## config.mk

```make
export PLATFORM = sky130hd
export DESIGN_NAME = irq_post_ctrl
export DESIGN_NICKNAME = d
export VERILOG_FILES = /design/src/rtl/irq_post_pkg.sv /design/src/rtl/irq_tick_gen.sv /design/src/rtl/irq_cpu_pending.sv /design/src/rtl/irq_post_ctrl.sv
export SDC_FILE = /design/constraint.sdc
export NUM_CORES = 1
export LEC_CHECK = 0
export ABC_CLOCK_PERIOD_IN_PS = 2100
export CORE_ASPECT_RATIO = 0.75
export CORE_MARGIN = 2
export CORE_UTILIZATION = 52
export DETAILED_ROUTE_END_ITERATION = 10
export GPL_TIMING_DRIVEN = 0
export PLACE_DENSITY = 0.82
export SETUP_SLACK_MARGIN = 0.15
export SLEW_MARGIN = 20
export SYNTH_ARGS = -nofsm -noshare
export SYNTH_HDL_FRONTEND = slang
export SYNTH_SLANG_ARGS = --single-unit
export TNS_END_PERCENT = 100
```

## constraint.sdc

```tcl
create_clock -name clk_i -period 2.1 [get_ports clk_i]
set_input_delay 0.42 -clock clk_i [delete_from_list [all_inputs] [get_ports clk_i]]
set_output_delay 0.42 -clock clk_i [all_outputs]
set_load 0.02 [all_outputs]
```

## src/rtl/irq_post_pkg.sv

```systemverilog
package irq_post_pkg;
    localparam int NSRC       = 5;
    localparam int SRC_TIMER  = 0;
    localparam int SRC_IPI    = 1;
    localparam int SRC_EVENT  = 2;
    localparam int SRC_HALT   = 3;
    localparam int SRC_SERIAL = 4;
    localparam int EN_IO      = 5;

    typedef enum logic [2:0] {
        A_CLEAR   = 3'd0,
        A_IPI     = 3'd1,
        A_ENABLE  = 3'd2,
        A_PRIMARY = 3'd3,
        A_IOREQ   = 3'd4
    } reg_addr_e;
endpackage

```

## src/rtl/irq_tick_gen.sv

```systemverilog
module irq_tick_gen #(
    parameter int CLK_HZ  = 102_400_000,
    parameter int TICK_HZ = 1024
) (
    input  logic clk_i,
    input  logic rst_ni,
    output logic tick_o
);
    localparam int DIV = CLK_HZ / TICK_HZ;
    localparam int CW  = (DIV > 2) ? $clog2(DIV) : 1;

    typedef struct packed {
        logic [CW-1:0] cnt;
    } tick_state_t;

    tick_state_t st_d, st_q;

    assign tick_o = (st_q.cnt == CW'(DIV - 1));

    always_comb begin
        st_d = st_q;
        if (tick_o) st_d.cnt = '0;
        else        st_d.cnt = st_q.cnt + 1'b1;
    end

    always_ff @(posedge clk_i) begin
        if (!rst_ni) st_q <= '0;
        else         st_q <= st_d;
    end

    // After a tick the count restarts; otherwise it advances by one
    p_tick_wrap_r1: assert property (@(posedge clk_i) disable iff (!rst_ni)
        tick_o |=> (st_q.cnt == '0));
    p_tick_step_r1: assert property (@(posedge clk_i) disable iff (!rst_ni)
        !tick_o |=> (st_q.cnt == $past(st_q.cnt) + 1'b1));
endmodule

```

## src/rtl/irq_cpu_pending.sv

```systemverilog
module irq_cpu_pending
    import irq_post_pkg::*;
(
    input  logic            clk_i,
    input  logic            rst_ni,
    input  logic [NSRC-1:0] set_i,
    input  logic [NSRC-1:0] clr_i,
    input  logic [NSRC-1:0] en_i,
    output logic [NSRC-1:0] pend_o,
    output logic [NSRC-1:0] line_o
);
    typedef struct packed {
        logic [NSRC-1:0] pend;
    } pend_state_t;

    pend_state_t st_d, st_q;

    always_comb begin
        st_d      = st_q;
        st_d.pend = set_i | (st_q.pend & ~clr_i);
    end

    always_ff @(posedge clk_i) begin
        if (!rst_ni) st_q <= '0;
        else         st_q <= st_d;
    end

    assign pend_o = st_q.pend;
    assign line_o = st_q.pend & en_i;

    for (genvar i = 0; i < NSRC; i++) begin : g_chk
        // set always lands, even against a clear (R5, R3 merge)
        p_set_wins_r5: assert property (@(posedge clk_i) disable iff (!rst_ni)
            set_i[i] |=> pend_o[i]);
        // pending holds without a clear
        p_hold_r2: assert property (@(posedge clk_i) disable iff (!rst_ni)
            (pend_o[i] && !clr_i[i]) |=> pend_o[i]);
        // clear without set removes the bit
        p_clear_r2: assert property (@(posedge clk_i) disable iff (!rst_ni)
            (clr_i[i] && !set_i[i]) |=> !pend_o[i]);
    end
endmodule

```

## src/rtl/irq_post_ctrl.sv

```systemverilog
module irq_post_ctrl
    import irq_post_pkg::*;
#(
    parameter int NCPU    = 2,
    parameter int NDEV    = 4,
    parameter int DW      = 8,
    parameter int CLK_HZ  = 102_400_000,
    parameter int TICK_HZ = 1024
) (
    input  logic            clk_i,
    input  logic            rst_ni,
    input  logic            wr_i,
    input  logic            cpu_i,
    input  logic [2:0]      addr_i,
    input  logic [DW-1:0]   wdata_i,
    output logic [DW-1:0]   rdata_o,
    input  logic            sysevt_i,
    input  logic            nhalt_i,
    input  logic [NDEV-1:0] io_req_i,
    input  logic [NCPU-1:0] rx_i,
    output logic [NCPU-1:0] irq_timer_o,
    output logic [NCPU-1:0] irq_ipi_o,
    output logic [NCPU-1:0] irq_event_o,
    output logic [NCPU-1:0] irq_io_o,
    output logic [NCPU-1:0] irq_serial_o
);
    localparam logic [DW-1:0] EN_RESET = DW'(8'h2F);

    typedef struct packed {
        logic [NCPU-1:0][DW-1:0] en;
        logic                    primary;
        logic [NDEV-1:0]         io;
        logic [NCPU-1:0]         rx_prev;
    } ctrl_state_t;

    ctrl_state_t st_d, st_q;

    logic                      tick;
    logic [NCPU-1:0][NSRC-1:0] pend;
    logic [NCPU-1:0][NSRC-1:0] line;
    logic [NCPU-1:0][NSRC-1:0] set_v;
    logic [NCPU-1:0][NSRC-1:0] clr_v;
    logic [NCPU-1:0]           ipi_post;
    logic [NCPU-1:0]           rx_chg;

    irq_tick_gen #(.CLK_HZ(CLK_HZ), .TICK_HZ(TICK_HZ)) i_tick (
        .clk_i  (clk_i),
        .rst_ni (rst_ni),
        .tick_o (tick)
    );

    assign ipi_post = (wr_i && addr_i == A_IPI) ? wdata_i[NCPU-1:0] : '0;
    assign rx_chg   = rx_i ^ st_q.rx_prev;

    always_comb begin
        st_d         = st_q;
        st_d.io      = io_req_i;
        st_d.rx_prev = rx_i;
        if (wr_i && addr_i == A_ENABLE)  st_d.en[cpu_i] = wdata_i;
        if (wr_i && addr_i == A_PRIMARY) st_d.primary   = wdata_i[0];
    end

    always_ff @(posedge clk_i) begin
        if (!rst_ni) begin
            st_q         <= '0;
            st_q.en      <= {NCPU{EN_RESET}};
            st_q.rx_prev <= rx_i;
        end else begin
            st_q <= st_d;
        end
    end

    for (genvar c = 0; c < NCPU; c++) begin : g_cpu
        always_comb begin
            set_v[c]             = '0;
            set_v[c][SRC_TIMER]  = tick;
            set_v[c][SRC_IPI]    = ipi_post[c];
            set_v[c][SRC_EVENT]  = sysevt_i;
            set_v[c][SRC_HALT]   = nhalt_i;
            set_v[c][SRC_SERIAL] = rx_chg[c];
            clr_v[c] = (wr_i && addr_i == A_CLEAR && cpu_i == c[0])
                       ? wdata_i[NSRC-1:0] : '0;
        end

        irq_cpu_pending i_pend (
            .clk_i  (clk_i),
            .rst_ni (rst_ni),
            .set_i  (set_v[c]),
            .clr_i  (clr_v[c]),
            .en_i   (st_q.en[c][NSRC-1:0]),
            .pend_o (pend[c]),
            .line_o (line[c])
        );

        assign irq_timer_o[c]  = line[c][SRC_TIMER];
        assign irq_ipi_o[c]    = line[c][SRC_IPI];
        assign irq_event_o[c]  = line[c][SRC_EVENT] | line[c][SRC_HALT];
        assign irq_serial_o[c] = line[c][SRC_SERIAL];
        assign irq_io_o[c]     = (|st_q.io) && st_q.en[c][EN_IO]
                                 && (st_q.primary == c[0]);

        // only the primary CPU may see local I/O
        p_io_primary_r7: assert property (@(posedge clk_i) disable iff (!rst_ni)
            irq_io_o[c] |-> (st_q.primary == c[0]));
        // serial request needs its enable
        p_serial_masked_r8: assert property (@(posedge clk_i) disable iff (!rst_ni)
            !st_q.en[c][SRC_SERIAL] |-> !irq_serial_o[c]);
    end

    // at most one CPU gets local I/O
    p_io_single_r7: assert property (@(posedge clk_i) disable iff (!rst_ni)
        $countones(irq_io_o) <= 1);

    always_comb begin
        rdata_o = '0;
        case (addr_i)
            A_CLEAR:   rdata_o = DW'(pend[cpu_i]);
            A_ENABLE:  rdata_o = st_q.en[cpu_i];
            A_PRIMARY: rdata_o = DW'(st_q.primary);
            A_IOREQ:   rdata_o = DW'(st_q.io);
            default:   rdata_o = '0;
        endcase
    end
endmodule

```

### Word-level counts from Yosys, hierarchy flattened

Cells that the tools add are included.

* add/sub/neg operators: 1
* magnitude comparators: 2
* equality and inequality tests: 5
* muxes and demuxes: 11
* bitwise gates (word level): 14
* reduce and logical (&&, ||, !) cells: 14

Operators with widths (count)
* $pmux 8 s4: 1
* $mux 8: 3
* $and 5x5->5: 4
* $mux 5: 4
* $add 17x1->17 const B: 1
* $eq 17x17->1 const B: 1
* $bwmux 16: 1
* $logic_and 1x1->1: 11
* $not 5->5: 2
* $or 5x5->5: 2
* $demux 8 s1: 1
* $eq 3x2->1 const B: 2
* $reduce_or 4->1: 1
* $eq 3x1->1 const B: 1
* $eq 3x3->1 const B: 1
* $logic_not 3->1: 1
* $not 1->1: 3
* $lt 1x2->1 const B: 1
* $mux 2: 1
* $or 1x1->1: 2
* $reduce_or 2->1: 1
* $xor 2x2->2: 1
* $ge 1x1->1 const B: 1

* register bits after elaboration: 50
* bits of input ports: 23
* output and inout port bits: 18
* logic and storage cells: 55

### Logic depth before layout (Yosys ltp)

Gate-level depths: netlist (run 1).

* word-level depth: 7
* gate-level depth with buffers: 7
* depth with buffers taken out: 5

### Hierarchy

From an unflattened synthesis (run 1), not the netlist that was laid out.

* cells, all modules: 264
* area, all modules: 2560.0 um^2

Modules (own cells, without submodules)
* irq_post_ctrl: times used 1, cells an instance 137, area an instance 1283.7 um^2, seq. area each 460.4 um^2
* irq_tick_gen: times used 1, cells an instance 87, area an instance 788.3 um^2, seq. area each 340.3 um^2
* irq_cpu_pending: times used 2, cells an instance 20, area an instance 244.0 um^2, seq. area each 100.1 um^2

### Worst setup path after synthesis (run 1)

No wires, ideal clock.

* path kind: input to output
* from: in cpu_i
* to: out rdata_o[4]
* arrival time: 1.598 ns
* required time: 1.680 ns
* slack: 0.082 ns
* cell stages on the path: 4
* path buffers: 2
* path through: buf_2 -> buf_2 -> mux2i_1 -> o32ai_1

* cells in the longest elaborated chain, start to end: 3
* elaborated cells on any way between the ends: 5
* classes of those cells: mux (5)

RTL lines
* start: declaration: line irq_post_ctrl.sv:13 `input logic cpu_i,`
* $mux 8 (not written as such) / $mux 5 (equally long branches) (2 in series): line irq_post_ctrl.sv:118, irq_post_ctrl.sv:117
* $pmux 8 s4 (*): line irq_post_ctrl.sv:116 `case (addr_i)`
* end: declaration: line irq_post_ctrl.sv:16 `output logic [DW-1:0] rdata_o,`

Every way passes the cells marked *; elsewhere a longest branch is shown, timed or not. The select of a mux whose other input is x is not followed.

### Final worst setup path (run 1)

* from: in cpu_i
* to: out rdata_o[0]

Same word-level chain as after synthesis.

==> flow_metrics.tcl, run 1 <==
set metrics [dict create \
    multi_input_area_mm2 0.00129 \
    grt_usage_pct 23.9 \
    std_cell_rows 21 \
    irDropWorstVdd_mv 0.412 \
    die_w_um 81.5 \
    criticalPathCategory "input pin to primary output" \
    cts_buffer_depth 2 \
    grt_max_degree 15 \
    final_cell_mix "dfxtp_1, mux2i_1, clkdlybuf4s50_1, nor2_1, nand2_1" \
    path_buf_inv 3 \
    hold_viol_final 0 \
    grt_pass1_vias 1914 \
    period_needed_ps 1960 \
    h-tree-depth 2 \
    cts_buffers 5 \
    critPathMaxStageDelay_ps 510 \
    start_util_pct 53.4 \
    path_common_cell "buf_6" \
    total_power_mw 1.89 \
    syn_avg_cell_area_um2 9.29 \
    worst_pin_slew_ps 578 \
    clock_tree.root_cell "clkbuf_8" \
    fin_skew_ps 4.05 \
    layout-drive-gt1-share_pct 14.0 \
    setup_viol 0 \
    path_delay_family "multiplexers" \
    critPathArrivalTime_ps 1540 \
    core-area_mm2 0.00439 \
    netlist_instances 252 \
    ys_seq_elements 50 \
    fin_nets 324 \
    dp_hpwl_um 3860 \
    syn_area_mm2 0.00234 \
    antennaDiodeCount 0 \
    clk_pin_slew_ps 90 \
    n_fill_cell 334 \
    yosysWarnings 0 \
    io_pins 41 \
    routed_wl_um 5550 \
    final_antenna_net_count 0 \
    maxCapViolCount 0 \
    routabilityCongestion 0.852 \
    path_max_fanout 5 \
    crit_path_cell_trace "buf_2 > buf_6 > mux4_2 > a21oi_2 > o22ai_2 > buf_6" \
    synth-async-reset-ratio_pct 0 \
    clock_sinks 50 \
    via_per_inst 5.56 \
    grt_overflow_total 0 \
    max_freq_ghz 0.511 \
    yosys_most_used_dff "dfxtp_1" \
    remaining_drc_errors 0 \
    ys_types 39 \
    numPortBuffers 38 \
    route.vias.total 1990 \
    leakagePower_nw 1.13 \
    synth_edf_count 0 \
    slew_headroom_pct 61.4 \
    power_density_mw_per_mm2 639 \
    hold_start "st_q[12]$_SDFFE_PN1P_" \
    end_kind "primary output" \
    synthToLayoutAreaGrowth_pct 26.6 \
    final_common_cell "dfxtp_1" \
    dieArea_mm2 0.00506 \
    syn_nets 276 \
    hp-class "flop to flop" \
    grt_pass1_wl_um 9110 \
    status "finished clean" \
    slew_viol_final 0 \
    yosysSeqAreaShare_pct 42.7 \
    cts_hold_buffers 0 \
    rr_startpoint "i_tick.st_q[0]$_SDFF_PP0_" \
    die_h_um 62.1 \
    drt_iter0_markers 196 \
    clkLatencyLatePin_ps 300 \
    rsz0062_at_grt "yes" \
    required_ps 1680 \
    critPathSlowestCell "mux4_2" \
    regArea_mm2 0.00100 \
    dr.pass1.iters 4 \
    cts_tree "yes" \
    cp-start-kind "input pin" \
    antenna_found_initial 0 \
    fin_crit_sh_pct 93.2 \
    fin_tns_setup_ps 0 \
    wl_per_cell_um 15.5 \
    crit_start "cpu_i" \
]
-- cells in the mapped netlist (2+ instances only) --
master    number  share of area (%)
nor4bb_1       2               0.85
xor2_1         5                1.9
nor2b_1       10                2.7
clkbuf_1       6               0.96
nand2_1       22                3.5
mux2i_1       26                 11
xnor2_1       11                4.1
a21boi_0       6                1.9
o21ai_0        4               0.85
or2_2          3               0.80
buf_6          5                2.4
nand4_1        5                1.3
nor2_1        23                3.7
inv_1          4               0.64
and2_1        12                3.2
a32o_1         2               0.85
mux2_2         2               0.96
o22ai_1        3               0.80
a21oi_1        8                1.7
a22o_1         2               0.75
nor4_1         5                1.3
nor4b_1        2               0.75
buf_2          2               0.43
dfxtp_1       50                 43
nand3_1       13                2.8
nor3_1         4               0.85
o21a_1         3               0.96
-- path summary, 6_finish.rpt --
check | end | slack [ps] | cells after the start
max | rdata_o[0] | 140 | 6
min | st_q[12]$_SDFFE_PN1P_ | 500 | 2
max reg2reg | i_tick.st_q[8]$_SDFF_PP0_ | 340 | 6
min reg2reg | st_q[12]$_SDFFE_PN1P_ | 500 | 2
-- worst reg2reg max path, stage by stage, from the launching register on --
cell and delay [ps]:
dfxtp_1 410, ha_1 250, and4_1 250, nand4_1 180, nand2_1 230, buf_2 260, nor2_1 70
-- flip-flops by register name, indices dropped and copies added, names as in the netlist --
register	count
i_tick.st_q	17
g_cpu.i_pend.pend_o	10
st_q	23
-- report_power, final --
| part | internal [mW] | leakage, nW | switching [mW] |
|---|---|---|---|
| Combinational | 0.119 | 0.671 | 0.113 |
| Clock | 0.357 | 0.0524 | 0.311 |
| Sequential | 0.973 | 0.408 | 0.0216 |
| Total | 1.45 | 1.13 | 0.446 |
-- area by class of cell --
| cell class | instances | area share (%) |
|---|---|---|
| Sequential cell | 50 | 33.8 |
| Multi-Input combinational cell | 185 | 43.5 |
| Clock inverter | 1 | 1.01 |
| Tap cell | 57 | 2.41 |
| Clock buffer | 7 | 2.57 |
| Timing Repair Buffer | 41 | 12.6 |
| Inverter | 4 | 0.506 |
| Buffer | 13 | 3.67 |
-- timing repair --
item	in CTS	in global routing
buffers inserted	3	0
gates resized for setup	56	10
setup endpoints to repair	18	21
pin swaps	3	1
-- metrics by stage --
step	hold WS (ps)	std cells	setup WS (ps)	cell area, um2	util (%)
final	504	358	142	2970	67.6
after global placement	467	347	-862	2800	63.8
after CTS	505	358	142	2940	67.0
after floorplan	441	252	236	2350	-
after global routing	537	358	105	2970	67.6
after detailed placement	482	347	-867	2800	63.8
-- logic make-up (layout without fill, tap and decap cells) --
family                     after synthesis  in the layout  share of synthesized area (%)
xor gates and xnor gates                16             16                           5.98
buffers and inverters                   17             66                           4.43
and+or+nand+nor                        109            109                           24.6
adders and majority gates                1              1                          0.534
muxes                                   29             29                           13.0
DFF                                     50             50                           42.7
AOI/OAI and AO/OA                       30             30                           8.65
-- metal layers --
metal  global-route usage [%]  routed length [um]  vias up  part of all wire [%]
li1                         -                   -      973                     -
met1                     34.4                2600      943                    47
met2                     34.3                2430       69                    44
met3                     6.83                 461        5                   8.3
met4                     7.63                  59        0                   1.1
met5                        0                   0        -                     0
No activity file was read; power rests on OpenSTA's default activity.
==> run 2, diff against run 1 <==
--- a/config.mk
+++ b/config.mk
@@ -5,7 +5,7 @@
 export SDC_FILE = /design/constraint.sdc
 export NUM_CORES = 1
 export LEC_CHECK = 0
-export ABC_CLOCK_PERIOD_IN_PS = 2100
+export ABC_CLOCK_PERIOD_IN_PS = 2000
 export CORE_ASPECT_RATIO = 0.75
 export CORE_MARGIN = 2
 export CORE_UTILIZATION = 52
==> constraint.sdc (replaced) <==
create_clock -name clk_i -period 2 [get_ports clk_i]
set_input_delay 0.4 -clock clk_i [delete_from_list [all_inputs] [get_ports clk_i]]
set_output_delay 0.4 -clock clk_i [all_outputs]
set_load 0.02 [all_outputs]
==> flow_metrics.tcl, run 2 (synthesized netlist as in run 1, its figures left out) <==
set metrics [dict create \
    grt_max_degree 15 \
    hold_depth 2 \
    final_cell_mix "dfxtp_1, mux2i_1, nor2_1, nand2_1, clkdlybuf4s50_1" \
    end_kind "primary output" \
    placed_area_mm2 0.00280 \
    via_per_inst 5.64 \
    required_ps 1600 \
    grt_pass1_vias 1944 \
    period_needed_ps 1930 \
    die_w_um 81.5 \
    clk_pin_slew_ps 90 \
    r2r_cells 6 \
    grt_pass1_wl_um 9190 \
    critPathArrivalTime_ps 1530 \
    clock_tree.root_cell "clkbuf_8" \
    h-tree-depth 2 \
    final_antenna_net_count 0 \
    remaining_drc_errors 0 \
    io_pins 41 \
    layout-drive-gt1-share_pct 17.8 \
    status "finished clean" \
    die_h_um 62.1 \
    largest-register "st_q" \
    setup_viol 0 \
    leakagePower_nw 1.26 \
    worst_pin_slew_ps 593 \
    criticalPathCategory "flop to primary output" \
    slew_viol_final 0 \
    routabilityCongestion 0.852 \
    start_util_pct 53.4 \
    numPortBuffers 38 \
    grt_overflow_total 0 \
    max_freq_ghz 0.517 \
    drt_iter0_markers 221 \
    total_power_mw 2.01 \
    final_common_cell "dfxtp_1" \
    antenna_found_initial 0 \
    largest_reg_flops 23 \
    routed_wl_um 5710 \
    rsz0062_at_grt "yes" \
    dr.pass1.iters 4 \
    fin_skew_ps 3.84 \
    maxCapViolCount 0 \
    dieArea_mm2 0.00506 \
    hold_viol_final 0 \
    path_max_fanout 3 \
    cts_tree "yes" \
    irDropWorstVdd_mv 0.464 \
    design_area_mm2 0.00307 \
    regArea_mm2 0.00100 \
    clock_sinks 50 \
    n_fill_cell 318 \
    dp_hpwl_um 3860 \
    synthToLayoutAreaGrowth_pct 31.1 \
    cp-start-kind "flop" \
    wl_per_cell_um 15.9 \
    std_cell_rows 21 \
    clkLatencyLatePin_ps 300 \
    fin_nets 326 \
    slew_headroom_pct 60.4 \
    core-area_mm2 0.00439 \
    power_density_mw_per_mm2 653 \
    cts_buffers 5 \
    cts_buffer_depth 2 \
    multi_input_area_mm2 0.00134 \
    route.vias.total 2030 \
    grt_usage_pct 24.2 \
    hp-class "flop to flop" \
    antennaDiodeCount 0 \
    fin_crit_sh_pct 96.7 \
]
## run 2: path summary, 6_finish.rpt
check	from	end	slack, ps
hold / removal	st_q[15]$_SDFFE_PN1P_	st_q[15]$_SDFFE_PN1P_	490
setup / recovery	st_q[15]$_SDFFE_PN1P_	rdata_o[0]	70
setup reg to reg	i_tick.st_q[0]$_SDFF_PP0_	i_tick.st_q[0]$_SDFF_PP0_	310
hold reg to reg	st_q[15]$_SDFFE_PN1P_	st_q[15]$_SDFFE_PN1P_	490
## run 2: metrics by stage
step / instances / hold slack, ps / setup WS (ps) / util [%] / TNS [ps]
2_1_floorplan: 252 / 428 / 176 / - / 0
3_3_place_gp: 347 / 467 / -922 / 63.8 / -11140
3_5_place_dp: 347 / 482 / -927 / 63.8 / -11630
4_1_cts: 359 / 498 / 56.7 / 68.6 / 0
5_1_grt: 360 / 537 / 36.3 / 70.0 / 0
6_report: 360 / 490 / 65.3 / 70.0 / 0
## run 2: where the power goes
part	total [mW]	switching (mW)	internal, mW
sequential	1.05	0.0240	1.02
combinational	0.260	0.126	0.134
clock	0.700	0.325	0.374
## run 2: layer usage
layer  GRT usage [%]  routed length [um]  vias up
li1                -                   -      973
met1            34.4                2670      972
met2            33.7                2510       75
met3            7.41                 417       10
met4            9.96                 109        0
met5               0                   0        -
## run 2: final cells by class
type / instances / area share [%]
plain buffers: 13 / 3.63
clock inverters: 1 / 0.978
repair buffers: 43 / 13.9
multi-input cells: 185 / 43.5
well taps: 57 / 2.32
flip-flops and latches: 50 / 32.6
clock buffers: 7 / 2.48
inverters: 4 / 0.489
## run 2: critical path, cell delays in order, from the launching register on
cell and delay (ps):
dfxtp_2 330, mux4_2 470, a21oi_2 190, o22ai_2 100, buf_6 140
## run 2: repair_timing
| action | 4_1_cts | 5_1_grt |
|---|---|---|
| setup buffers | 4 | 1 |
| resized for setup | 72 | 22 |
| pin swaps | 6 | 3 |
| endpoints found under the hold margin | 0 | 0 |
| hold buffers | 0 | 0 |
| endpoints found under the setup margin | 34 | 36 |
==> run 3, diff against run 2 <==
--- a/config.mk
+++ b/config.mk
@@ -10,9 +10,9 @@
 export CORE_MARGIN = 2
 export CORE_UTILIZATION = 52
 export DETAILED_ROUTE_END_ITERATION = 10
-export GPL_TIMING_DRIVEN = 0
 export PLACE_DENSITY = 0.82
 export SETUP_SLACK_MARGIN = 0.15
+export SKIP_LAST_GASP = 1
 export SLEW_MARGIN = 20
 export SYNTH_ARGS = -nofsm -noshare
 export SYNTH_HDL_FRONTEND = slang
==> flow_metrics.tcl, run 3 (synthesized netlist as in run 1, its figures left out) <==
set metrics [dict create \
    path_max_fanout 2 \
    grt_overflow_total 0 \
    numPortBuffers 40 \
    finalWorstSetupSlack_ps 130 \
    clkPwrFrac_pct 34.8 \
    combPwrFrac_pct 12.6 \
    remaining_drc_errors 0 \
    cts_tree "yes" \
    cp-start-kind "flop" \
    criticalPathCategory "flop to primary output" \
    dieArea_mm2 0.00506 \
    core-area_mm2 0.00439 \
    use_met3_pct 6.40 \
    setup_viol 0 \
    critPathSlowestCell "mux4_2" \
    max_freq_ghz 0.535 \
    die_w_um 81.5 \
    fin_skew_ps 5.42 \
    antennaDiodeCount 0 \
    p_sw_share_pct 23.0 \
    path_delay_family "multiplexers" \
    leakagePower_nw 1.22 \
    busiest_layer "met1" \
    largest-register "st_q" \
    grt_pass1_vias 1924 \
    routed_wl_um 5500 \
    irDropWorstVdd_mv 0.507 \
    path_depth 4 \
    start_util_pct 53.4 \
    synthToLayoutAreaGrowth_pct 29.9 \
    dp_cells 355 \
    final-instance-count-excl-fill 368 \
    clock_tree.root_cell "clkbuf_8" \
    fin_tns_setup_ps 0 \
    path_buf_inv 1 \
    routabilityCongestion 0.847 \
    slew_viol_final 0 \
    via_per_inst 5.52 \
    p_int_mw 1.53 \
    grt_usage_pct 23.2 \
    hold_depth 2 \
    die_h_um 62.1 \
    cts_buffer_depth 2 \
    status "finished clean" \
    std_cell_rows 21 \
    end_kind "primary output" \
    clk_pin_slew_ps 90 \
    power_frac_seq_pct 52.6 \
    pre_cts_ws_ps -651 \
    final_antenna_net_count 0 \
    fin_nets 334 \
    hold_viol_final 0 \
    worst_pin_slew_ps 325 \
    crit_path_cell_trace "mux4_2 > a21oi_2 > o22ai_1 > buf_4" \
    wl_per_cell_um 14.9 \
    slew_headroom_pct 78.2 \
    cts_buffers 5 \
    period_needed_ps 1870 \
    fin_crit_sh_pct 93.5 \
    power_density_mw_per_mm2 653 \
    route.vias.total 2031 \
    dr.pass1.iters 4 \
    critPathMaxStageDelay_ps 480 \
    layout-drive-gt1-share_pct 18.3 \
    critPathArrivalTime_ps 1470 \
    rsz0062_at_grt "yes" \
    clkLatencyLatePin_ps 290 \
    io_pins 41 \
    final_common_cell "dfxtp_1" \
    n_fill_cell 337 \
    grt_use_met2_pct 32.3 \
    grt_max_degree 24 \
    hold-worst-slack_ps 495 \
    met1_usage_pct 34.0 \
    largest_reg_flops 23 \
    clock_sinks 50 \
    hp-class "flop to flop" \
    antenna_found_initial 0 \
    required_ps 1600 \
    r2r_cells 5 \
    power_switching_uw 457 \
    dp_hpwl_um 3960 \
    final_cell_mix "dfxtp_1, mux2i_1, buf_4, nor2_1, clkdlybuf4s50_1" \
    drt_iter0_markers 160 \
    maxCapViolCount 0 \
    h-tree-depth 2 \
    grt_pass1_wl_um 9040 \
]
## run 3: cell types whose count changed in the layout (fill, tap and decap cells not counted), sizes merged
cell,previous run,this run
buf,21,33
dlygate4sd2,2,6
clkbuf,14,7
dlymetal6s2s,7,2
clkdlybuf4s50,18,22
## run 3: final timing paths
path | startpoint | end | slack, ps
max | st_q[15]$_SDFFE_PN1P_ | rdata_o[0] | 130
min | st_q[7]$_SDFFE_PN1P_ | st_q[7]$_SDFFE_PN1P_ | 500
max reg2reg | i_tick.st_q[0]$_SDFF_PP0_ | i_tick.st_q[16]$_SDFF_PP0_ | 330
min reg2reg | st_q[7]$_SDFFE_PN1P_ | st_q[7]$_SDFFE_PN1P_ | 500
## run 3: per-stage QoR
| step | cell area (um2) | util (%) | total power [mW] |
|---|---|---|---|
| finish | 3040 | 69.3 | 1.99 |
| global route | 3040 | 69.3 | 2.06 |
| CTS | 3020 | 68.9 | 2.00 |
| detailed placement | 2880 | 65.5 | 1.30 |
| global placement | 2880 | 65.5 | 1.30 |
| floorplan | 2350 | - | 1.19 |
## run 3: power by group through the flow
| stage | Clock [mW] | Sequential (mW) | Combinational (mW) |
|---|---|---|---|
| 2_1_floorplan | 0 | 1.06 | 0.126 |
| 4_1_cts | 0.714 | 1.04 | 0.246 |
| 5_1_grt | 0.746 | 1.05 | 0.271 |
| 6_report | 0.692 | 1.04 | 0.250 |
| 3_3_place_gp | 0 | 1.07 | 0.233 |
| 3_5_place_dp | 0 | 1.07 | 0.238 |
## run 3: metal layers
metal	wire length [um]	vias up
met1	2620	953
met3	407	15
li1	-	992
met4	123	0
met5	0	-
met2	2350	71
## run 3: area by class of cell
type / instances / area (um2) / area share, %
flip-flops and latches: 50 / 1010 / 33.1
clock inverters: 1 / 30.0 / 0.987
repair buffers: 64 / 567 / 18.6
clock buffers: 7 / 76.3 / 2.51
inverters: 4 / 15.0 / 0.493
well taps: 57 / 71.3 / 2.34
multi-input cells: 185 / 1280 / 42.0
## run 3: repair_timing
action                                  4_1_cts  5_1_grt
buffers inserted                              5        0
hold buffers                                  0        0
gates cloned                                  0        0
pin swaps                                     4        4
resized for setup                            58        6
endpoints found under the setup margin       36       25
## run 3: tightest hold or removal path: stages (launching register included)
cell and delay, ps:
dfxtp_2 350, mux2i_1 60, nand2_1 60
